### config.mk
export PLATFORM = sky130hd
export DESIGN_NAME = rstcause_top
export DESIGN_NICKNAME = d
export VERILOG_FILES = /design/src/rtl/rstcause_pkg.sv /design/src/rtl/rstcause_regs.sv /design/src/rtl/rstcause_capture.sv /design/src/rtl/rstcause_hold.sv /design/src/rtl/rstcause_top.sv
export SDC_FILE = /design/constraint.sdc
export NUM_CORES = 1
export LEC_CHECK = 0
export ABC_AREA = 1
export ABC_CLOCK_PERIOD_IN_PS = 900
export BUFFER_PORTS_ARGS = -buffer_cell sky130_fd_sc_hd__buf_2
export CORE_UTILIZATION = 38
export CTS_CLUSTER_DIAMETER = 60
export DETAILED_ROUTE_END_ITERATION = 7
export MAX_ROUTING_LAYER = met4
export PLACE_DENSITY_LB_ADDON = 0.1
export SETUP_SLACK_MARGIN = 0.1
export SLEW_MARGIN = 20
export SYNTH_ARGS = -nofsm -noshare
export SYNTH_HDL_FRONTEND = slang
export SYNTH_SLANG_ARGS = --single-unit
### constraint.sdc
create_clock -name clk -period 0.9 [get_ports clk]
set_input_delay 0.045 -clock clk [delete_from_list [all_inputs] [get_ports clk]]
set_output_delay 0.045 -clock clk [all_outputs]
set_load 0.01 [all_outputs]
### src/rtl/rstcause_pkg.sv
package rstcause_pkg;
  localparam int CODE_W = 3;
  localparam int NSRC   = 1 << CODE_W;

  typedef logic [CODE_W-1:0] cause_t;

  localparam cause_t C_POWERON  = 3'd0;
  localparam cause_t C_PIN      = 3'd1;
  localparam cause_t C_SUPPLY_A = 3'd2;
  localparam cause_t C_SUPPLY_B = 3'd4;
  localparam cause_t C_CLKLOSS  = 3'd5;
  localparam cause_t C_COLD     = 3'd6;
  localparam cause_t C_WARM     = 3'd7;

  typedef enum logic [1:0] {ST_ARMED, ST_HELD, ST_BLIND} cap_state_e;

  // control register bit positions
  localparam int CB_EN_A    = 0;
  localparam int CB_EN_B    = 1;
  localparam int CB_EN_CLK  = 2;
  localparam int CB_PAD_DIS = 3;
  localparam int CB_COLD    = 7;
  localparam int CTRL_BITS  = 4;
endpackage

### src/rtl/rstcause_regs.sv
module rstcause_regs
  import rstcause_pkg::*;
#(
  parameter int DATA_W = 8,
  parameter int ADDR_W = 2
) (
  input  logic              clk,
  input  logic              rst,
  input  logic              bus_wr,
  input  logic [ADDR_W-1:0] bus_addr,
  input  logic [DATA_W-1:0] bus_wdata,
  input  logic [DATA_W-1:0] status_in,
  output logic [DATA_W-1:0] bus_rdata,
  output logic              en_a,
  output logic              en_b,
  output logic              en_clk,
  output logic              pad_dis,
  output logic              cold_pulse
);
  localparam logic [ADDR_W-1:0] A_CTRL = ADDR_W'(0);
  localparam logic [ADDR_W-1:0] A_STAT = ADDR_W'(1);

  logic [CTRL_BITS-1:0] ctrl_q;
  logic [DATA_W-1:0]    ctrl_view;
  logic                 wr_ctrl;

  assign wr_ctrl = bus_wr && (bus_addr == A_CTRL);

  always_ff @(posedge clk) begin
    if (rst) begin
      ctrl_q     <= CTRL_BITS'(4'b0111);
      cold_pulse <= 1'b0;
    end else begin
      cold_pulse <= wr_ctrl && bus_wdata[CB_COLD];
      if (wr_ctrl) ctrl_q <= bus_wdata[CTRL_BITS-1:0];
    end
  end

  always_comb begin
    ctrl_view                  = '0;
    ctrl_view[CTRL_BITS-1:0]   = ctrl_q;
  end

  always_ff @(posedge clk) begin
    if (rst) bus_rdata <= '0;
    else begin
      case (bus_addr)
        A_CTRL:  bus_rdata <= ctrl_view;
        A_STAT:  bus_rdata <= status_in;
        default: bus_rdata <= '0;
      endcase
    end
  end

  assign en_a    = ctrl_q[CB_EN_A];
  assign en_b    = ctrl_q[CB_EN_B];
  assign en_clk  = ctrl_q[CB_EN_CLK];
  assign pad_dis = ctrl_q[CB_PAD_DIS];
endmodule

### src/rtl/rstcause_capture.sv
module rstcause_capture
  import rstcause_pkg::*;
(
  input  logic            clk,
  input  logic            rst,
  input  logic            tick,
  input  logic [NSRC-1:0] req,
  output cause_t          cause_q
);
  cap_state_e st;
  cause_t     held;
  cause_t     first_code;
  logic       any_req;

  assign any_req = |req;

  // lowest active index wins
  always_comb begin
    first_code = C_POWERON;
    for (int i = NSRC - 1; i >= 0; i--) begin
      if (req[i]) first_code = cause_t'(i);
    end
  end

  always_ff @(posedge clk) begin
    if (rst) begin
      st      <= ST_ARMED;
      held    <= C_POWERON;
      cause_q <= C_POWERON;
    end else begin
      case (st)
        ST_ARMED: if (any_req) begin
          held <= first_code;
          st   <= ST_HELD;
        end
        ST_HELD: if (!any_req && tick) begin
          cause_q <= held;
          st      <= ST_BLIND;
        end
        ST_BLIND: if (any_req) begin
          held <= C_POWERON;
          st   <= ST_HELD;
        end else if (tick) begin
          st <= ST_ARMED;
        end
        default: st <= ST_ARMED;
      endcase
    end
  end
endmodule

### src/rtl/rstcause_hold.sv
module rstcause_hold #(
  parameter int HOLD_TICKS = 2
) (
  input  logic clk,
  input  logic rst,
  input  logic tick,
  input  logic any_req,
  output logic sys_rst
);
  localparam int HOLD_W = $clog2(HOLD_TICKS + 1);

  logic [HOLD_W-1:0] cnt;

  always_ff @(posedge clk) begin
    if (rst) begin
      cnt     <= '0;
      sys_rst <= 1'b0;
    end else begin
      if (any_req)                cnt <= HOLD_W'(HOLD_TICKS);
      else if (tick && cnt != '0) cnt <= cnt - 1'b1;
      sys_rst <= any_req || (cnt != '0);
    end
  end
endmodule

### src/rtl/rstcause_top.sv
module rstcause_top
  import rstcause_pkg::*;
#(
  parameter int DATA_W     = 8,
  parameter int ADDR_W     = 2,
  parameter int HOLD_TICKS = 2
) (
  input  logic              clk,
  input  logic              rst,
  input  logic              slow_tick,
  input  logic              por_req,
  input  logic              pin_req,
  input  logic              bod_a_req,
  input  logic              bod_b_req,
  input  logic              clk_loss_req,
  input  logic              pm_timeout_req,
  input  logic              warm_req,
  input  logic              wake_sd_evt,
  input  logic              wake_io_evt,
  input  logic              bus_wr,
  input  logic [ADDR_W-1:0] bus_addr,
  input  logic [DATA_W-1:0] bus_wdata,
  output logic [DATA_W-1:0] bus_rdata,
  output logic              sys_rst,
  output logic [2:0]        cause_code,
  output logic              wake_sd_flag,
  output logic              wake_io_flag
);
  logic            en_a, en_b, en_clk, pad_dis, cold_pulse;
  logic [NSRC-1:0] req;
  logic [DATA_W-1:0] status;
  cause_t          cause_q;

  always_comb begin
    req             = '0;
    req[C_POWERON]  = por_req;
    req[C_PIN]      = pin_req;
    req[C_SUPPLY_A] = bod_a_req & en_a;
    req[C_SUPPLY_B] = bod_b_req & en_b;
    req[C_CLKLOSS]  = clk_loss_req & en_clk;
    req[C_COLD]     = pm_timeout_req | cold_pulse;
    req[C_WARM]     = warm_req;
  end

  always_ff @(posedge clk) begin
    if (rst || pad_dis) begin
      wake_sd_flag <= 1'b0;
      wake_io_flag <= 1'b0;
    end else begin
      if (wake_io_evt) begin
        wake_io_flag <= 1'b1;
        wake_sd_flag <= 1'b1;
      end
      if (wake_sd_evt) wake_sd_flag <= 1'b1;
    end
  end

  always_comb begin
    status        = '0;
    status[2:0]   = cause_q;
    status[3]     = wake_sd_flag;
    status[4]     = wake_io_flag;
  end

  rstcause_regs #(.DATA_W(DATA_W), .ADDR_W(ADDR_W)) u_regs (
    .clk(clk), .rst(rst), .bus_wr(bus_wr), .bus_addr(bus_addr),
    .bus_wdata(bus_wdata), .status_in(status), .bus_rdata(bus_rdata),
    .en_a(en_a), .en_b(en_b), .en_clk(en_clk), .pad_dis(pad_dis),
    .cold_pulse(cold_pulse)
  );

  rstcause_capture u_cap (
    .clk(clk), .rst(rst), .tick(slow_tick), .req(req), .cause_q(cause_q)
  );

  rstcause_hold #(.HOLD_TICKS(HOLD_TICKS)) u_hold (
    .clk(clk), .rst(rst), .tick(slow_tick), .any_req(|req), .sys_rst(sys_rst)
  );

  assign cause_code = cause_q;
endmodule

Word level (Yosys, flattened, before mapping). Index checks and enable logic that the tools add are counted.

Bits in read-only memories: 0. Register bits: 26. Input port bits: 23. Output and inout bits: 14. Logic and storage cells: 61. Memories kept: 0. Bits in latches: 0. RAM bits: 0.

Muxes and demuxes: 20. Shift-type cells: 0. Reduce and logical (&&, ||, !) cells: 18. Equal/unequal tests: 7. Magnitude comparators: 0. Bitwise operators: 4. $mul: 0. Div/mod/pow operators: 0. Add/sub/neg operators: 1.

Operators with widths (number): $mux 3 (9); $mux 2 (6); $pmux 5 s2 (1); $reduce_bool 2->1 (4); $reduce_or 8->1 (1); $reduce_or 7->1 (1); $ne 2x1->1 const B (3); $pmux 2 s3 (1); $pmux 3 s2 (1); $reduce_and 3->1 (2); $eq 2x1->1 const B (2); $logic_and 1x1->1 (4); $logic_not 2->1 (2); $and 1x1->1 (3); $ne 3x2->1 const B (1); $eq 2x2->1 const B (1); $logic_or 1x1->1 (2); $mux 1 (2); $reduce_and 2->1 (1); $sub 2x1->2 const B (1); $logic_not 1->1 (1); $or 1x1->1 (1).

Depth between registers and ports, before layout.
Word-level depth: 9. Gate-level depth with buffers: 9. Gate-level depth less buffers: 9.

Hierarchy. A second synthesis with hierarchy kept.

Cell total of the unflattened synthesis: 168. Area, all modules: 1203.7 µm².

By module, submodules not included: rstcause_capture (seq. area each 160.2 µm², cells an instance 67, area each 479.2 µm², times used 1); rstcause_regs (seq. area each 260.2 µm², cells an instance 54, area each 444.2 µm², times used 1); rstcause_hold (seq. area each 60.1 µm², cells an instance 21, area each 146.4 µm², times used 1); rstcause_top (seq. area each 40.0 µm², cells an instance 26, area each 133.9 µm², times used 1).

Worst setup path after synthesis. OpenSTA, ideal clock, no wires.

Kind: reg-to-reg. Start: register u_hold.cnt[0]. End: register u_hold.cnt[1]. Arrival: 0.884 ns. Cell stages (with the launch flop): 9. Data required time: 0.787 ns. Path buffers: 0. Library setup time: 0.113 ns. Period minus slack after synthesis: 0.997 ns. Setup slack: -0.097 ns. Cells stage by stage: dfxtp_1 > inv_1 > ha_1 > inv_1 > nand2_1 > nand2_1 > nand2_1 > o21ai_1 > inv_1.

Cells in the longest elaborated chain, start to end: 3. Elaborated cells on any way between the ends: 6. Classes of those cells: 1 x add/sub; 2 x mux; 3 x reduce/logical.

RTL lines: from (decl) (line rstcause_hold.sv:12) `logic [HOLD_W-1:0] cnt;`; from (signal assigned) (line rstcause_hold.sv:19) `if (any_req) cnt <= HOLD_W'(HOLD_TICKS);`; from (signal assigned) (line rstcause_hold.sv:20) `else if (tick && cnt != '0) cnt <= cnt - 1'b1;`; $sub 2x1->2 or $reduce_bool 2->1 (tied branches) (line rstcause_hold.sv:20); $mux 2 or $logic_and 1x1->1 (tied branches) (line rstcause_hold.sv:20); $mux 2 or $reduce_bool 2->1 (tied branches).

Several ways; a longest one is shown, not always the timed one. The select of a mux whose other input is x is not followed. A chain may end at the register's enable or synchronous reset.

Worst setup path in the final report.
Start: register u_regs.cold_pulse. End: register u_hold.cnt[1].

Cells in the longest elaborated chain, start to end: 3. Elaborated cells on any way between the ends: 4. Classes of those cells: 1 x mux; 1 x bitwise; 2 x reduce/logical.

RTL lines: from (decl) (line rstcause_regs.sv:18) `output logic cold_pulse`; from (signal assigned) (line rstcause_regs.sv:34) `cold_pulse <= wr_ctrl && bus_wdata[CB_COLD];`; $or 1x1->1 (*) (line rstcause_top.sv:41) `req[C_COLD] = pm_timeout_req | cold_pulse;`; $reduce_or 7->1 (*) (line rstcause_top.sv:77) `.clk(clk), .rst(rst), .tick(slow_tick), .any_req(|req), .sys_rst(sys_rst)`; $mux 2 or $reduce_bool 2->1 (tied branches).

Mark *: on every way between the ends. The rest lies on a longest branch, timed or not.

==> flow_summary.json <==
{
  "synth_common_cells": "46 x sky130_fd_sc_hd__nand2_1, 28 x sky130_fd_sc_hd__inv_1, 23 x sky130_fd_sc_hd__dfxtp_1",
  "dr.pass1.iters": 6,
  "gp_congestion": 0.8395,
  "synth_area_leader_cell": "sky130_fd_sc_hd__dfxtp_1",
  "ff_latch_area_um2": 480.5,
  "clock_latency_ns": 0.32,
  "grt_start_max_net_pins": 14,
  "synth_most_common_cell": "sky130_fd_sc_hd__nand2_1",
  "critical_path.max_fanout": 6,
  "area_post_placement_mm2": 0.001435,
  "finClkSkew_ns": 0.009602,
  "netlist.area_leader.share": 0.4000,
  "num_rows": 19,
  "clock_tree_from_tritoncts": "built",
  "post-place-ws_ns": -0.2057,
  "tritoncts_num_sinks": 23,
  "yosys-top-cells-area": "sky130_fd_sc_hd__dfxtp_1 40%, sky130_fd_sc_hd__nand2_1 15%, sky130_fd_sc_hd__inv_1 9.1%, sky130_fd_sc_hd__nor2_1 5.5%, sky130_fd_sc_hd__nor2_4 4.9%",
  "leakage_nw": 0.8897,
  "numPortBuffers": 30,
  "hold_depth": 3,
  "r2r_end": "u_hold.cnt[1]",
  "core_region_area_mm2": 0.002805,
  "grt_first_pass_wirelength_um": 4457,
  "drc": 8,
  "synthToLayoutAreaGrowth_pct": 54.46,
  "clock.fmax_ghz": 0.9175,
  "grt_pass1_vias": 1084,
  "yosysSeqAreaShare": 0.4000,
  "cts.root.buffer_cell": "sky130_fd_sc_hd__clkbuf_4",
  "synthCells": 165,
  "h-tree-depth": 1,
  "grt_setup_unrepaired": "true",
  "cp_startpoint_kind": "register",
  "power.ir.vdd_worst_uv": 862.0,
  "max_slew_violations": 0,
  "drive_above_1_share": 0.4737,
  "grt_overflow": 0,
  "timing.rr.start": "u_regs.cold_pulse",
  "viasPerCell": 4.548,
  "count_of_flip_flops_with_a_built_in_enable_after_synthesis": 0,
  "layout.filler_cells": 253,
  "post_synthesis_register_bit_count": 23,
  "mean_routed_wirelength_per_cell_um": 11.10,
  "async_s_r_ff_share_synth": 0,
  "worstHoldStart": "rst",
  "final_min_period_over_clock_period": 1.211,
  "timing.reg2reg.setup_slack_ns": -0.19,
  "antenna_cells": 0,
  "yosysWarnings": 0,
  "die_h_um": 57.04,
  "drv.max_cap_violation_count": 0,
  "dpl.hpwl_um": 2025,
  "global_route_total_usage_across_every_layer": 0.1813,
  "hold-path-endpoint": "wake_io_flag",
  "footprint_of_the_multi_input_gates_um2": 650.6,
  "result_of_the_run": "finished, violations left",
  "die-area_mm2": 0.003254,
  "cts_made_buffers": 3,
  "violations_in_the_final_reports": "DRC, setup timing",
  "first_iter_violations": 48,
  "route.final.wire_length_um": 2876,
  "clock_transition_at_the_registers_of_the_reported_paths_ns": 0.14,
  "synth_cell_type_count": 23,
  "setup.worst_path.class": "reg2reg",
  "finalNetCount": 253,
  "die_x_um": 57.04,
  "grt_antenna_before_repair": 0,
  "syn-cell-area_mm2": 0.001151,
  "postLayoutSetupSlackWorst_ns": -0.1899,
  "io_pins": 37,
  "worstPathArrival_ns": 1.31,
  "synth_ff_type": "sky130_fd_sc_hd__dfxtp_1",
  "final_period_minus_worst_setup_slack_ns": 1.090,
  "synth.avg_cell_area_um2": 6.976,
  "detail-route-antenna-nets": 0,
  "num_vias": 1178,
  "timing.critical_path.to_type": "register",
  "cp.required_ns": 1.12,
  "report.final.setup_viol": 11,
  "clock_tree.buffer_depth": 2,
  "final-hold-violation-count": 0,
  "floorplan.initialDensity": 0.4103,
  "power-per-cell-area_mw_per_mm2": 1167,
  "reg2regPathDepth": 6,
  "min_path_type": "in2reg",
  "post-route-cell-area_mm2": 0.001778
}
==> metal layers <==
metal,share of wire,GRT usage,wire length [µm]
met5,0,-,0
met4,0.010,0.06272,30
met3,0.029,0.02721,83
met2,0.50,0.3042,1438
met1,0.46,0.2219,1322
==> flip-flops by register name, summed over array words and instances, names as in the netlist <==
| name | flops |
|---|---|
| u_regs.bus_rdata | 5 |
| u_regs.ctrl_q | 4 |
| u_cap.cause_q | 3 |
| u_cap.held | 3 |
| u_cap.st | 2 |
| u_hold.cnt | 2 |
| u_hold.sys_rst | 1 |
| u_regs.cold_pulse | 1 |
| wake_io_flag | 1 |
| wake_sd_flag | 1 |
==> how the worst max path moves through the flow <==
stage	start	to	slack [ns]	cells past startpoint
6_report	u_regs.cold_pulse	u_hold.cnt[1]	-0.19	6
5_1_grt	u_regs.cold_pulse	u_hold.cnt[1]	-0.24	6
4_1_cts	u_regs.ctrl_q[0]	u_hold.cnt[1]	-0.19	6
3_5_place_dp	u_regs.ctrl_q[2]	u_cap.held[1]	-0.21	8
3_3_place_gp	u_regs.ctrl_q[2]	u_cap.held[1]	-0.18	8
2_1_floorplan	u_regs.ctrl_q[2]	u_cap.held[1]	-0.08	8
==> timing repair <==
action	CTS	global route
buffers inserted	5	2
hold endpoints to repair	11	2
endpoints found under the setup margin	24	22
resized for setup	25	19
hold buffers	9	2
pin swaps	8	10
cloned	0	0
==> stage by stage <==
stage          total power [W]  hold slack [ns]  utilization  TNS (ns)  cells
6_report              0.002076          0.02562       0.6338    -1.504    259
5_1_grt               0.002177          0.03055       0.6338    -2.195    259
4_1_cts               0.002053         -0.02906       0.5986    -1.652    255
3_5_place_dp          0.001481           0.2496       0.5116    -1.624    237
3_3_place_gp          0.001476           0.2477       0.5116    -1.308    237
2_1_floorplan         0.001339           0.1214            -   -0.4422    167
==> worst max-delay path, stage by stage (launching register included) <==
cell and delay, ns:
sky130_fd_sc_hd__dfxtp_2 0.36, sky130_fd_sc_hd__nor2_4 0.10, sky130_fd_sc_hd__nand3_2 0.09, sky130_fd_sc_hd__nor2_4 0.19
sky130_fd_sc_hd__nand2_1 0.07, sky130_fd_sc_hd__o21ai_1 0.13, sky130_fd_sc_hd__inv_1 0.05
==> power by group <==
group          switching, W  internal [W]  total (W)
sequential        0.0000274       0.00107    0.00110
combinational      0.000252      0.000234   0.000486
clock              0.000326      0.000166   0.000492
==> placed cells by master (no fill, tap or decap), types with 3 or more instances in the layout <==
| master | count |
|---|---|
| sky130_fd_sc_hd__buf_6 | 8 |
| sky130_fd_sc_hd__inv_2 | 5 |
| sky130_fd_sc_hd__dfxtp_2 | 16 |
| sky130_fd_sc_hd__nand2_1 | 40 |
| sky130_fd_sc_hd__conb_1 | 3 |
| sky130_fd_sc_hd__a21oi_2 | 3 |
| sky130_fd_sc_hd__nand2_4 | 7 |
| sky130_fd_sc_hd__nor2_1 | 17 |
| sky130_fd_sc_hd__dfxtp_1 | 7 |
| sky130_fd_sc_hd__clkbuf_4 | 3 |
| sky130_fd_sc_hd__inv_1 | 25 |
| sky130_fd_sc_hd__a21oi_1 | 7 |
| sky130_fd_sc_hd__o21ai_2 | 3 |
| sky130_fd_sc_hd__buf_2 | 22 |
| sky130_fd_sc_hd__buf_4 | 21 |
| sky130_fd_sc_hd__nand4_1 | 3 |
| sky130_fd_sc_hd__dlygate4sd3_1 | 11 |
| sky130_fd_sc_hd__nand2_2 | 5 |
| sky130_fd_sc_hd__nand3_1 | 4 |
| sky130_fd_sc_hd__nor2_4 | 7 |
==> final cells by class <==
cell class / instances / area share
clock inverter: 1 / 0.002815
tap: 31 / 0.02182
sequential: 23 / 0.2702
multi-input combinational: 109 / 0.3659
inverter: 30 / 0.06334
timing repair buffer: 62 / 0.2632
clock buffer: 3 / 0.01267
==> cells by family after synthesis <==
family,after synthesis,share of synthesized area
AOI/OAI and AO/OA,16,0.07174
adders and majority gates,1,0.01087
buffers and inverters,35,0.1261
DFF,23,0.4000
other,1,0.003258
and+or+nand+nor,89,0.3880
(Power assumes the default switching activity.)
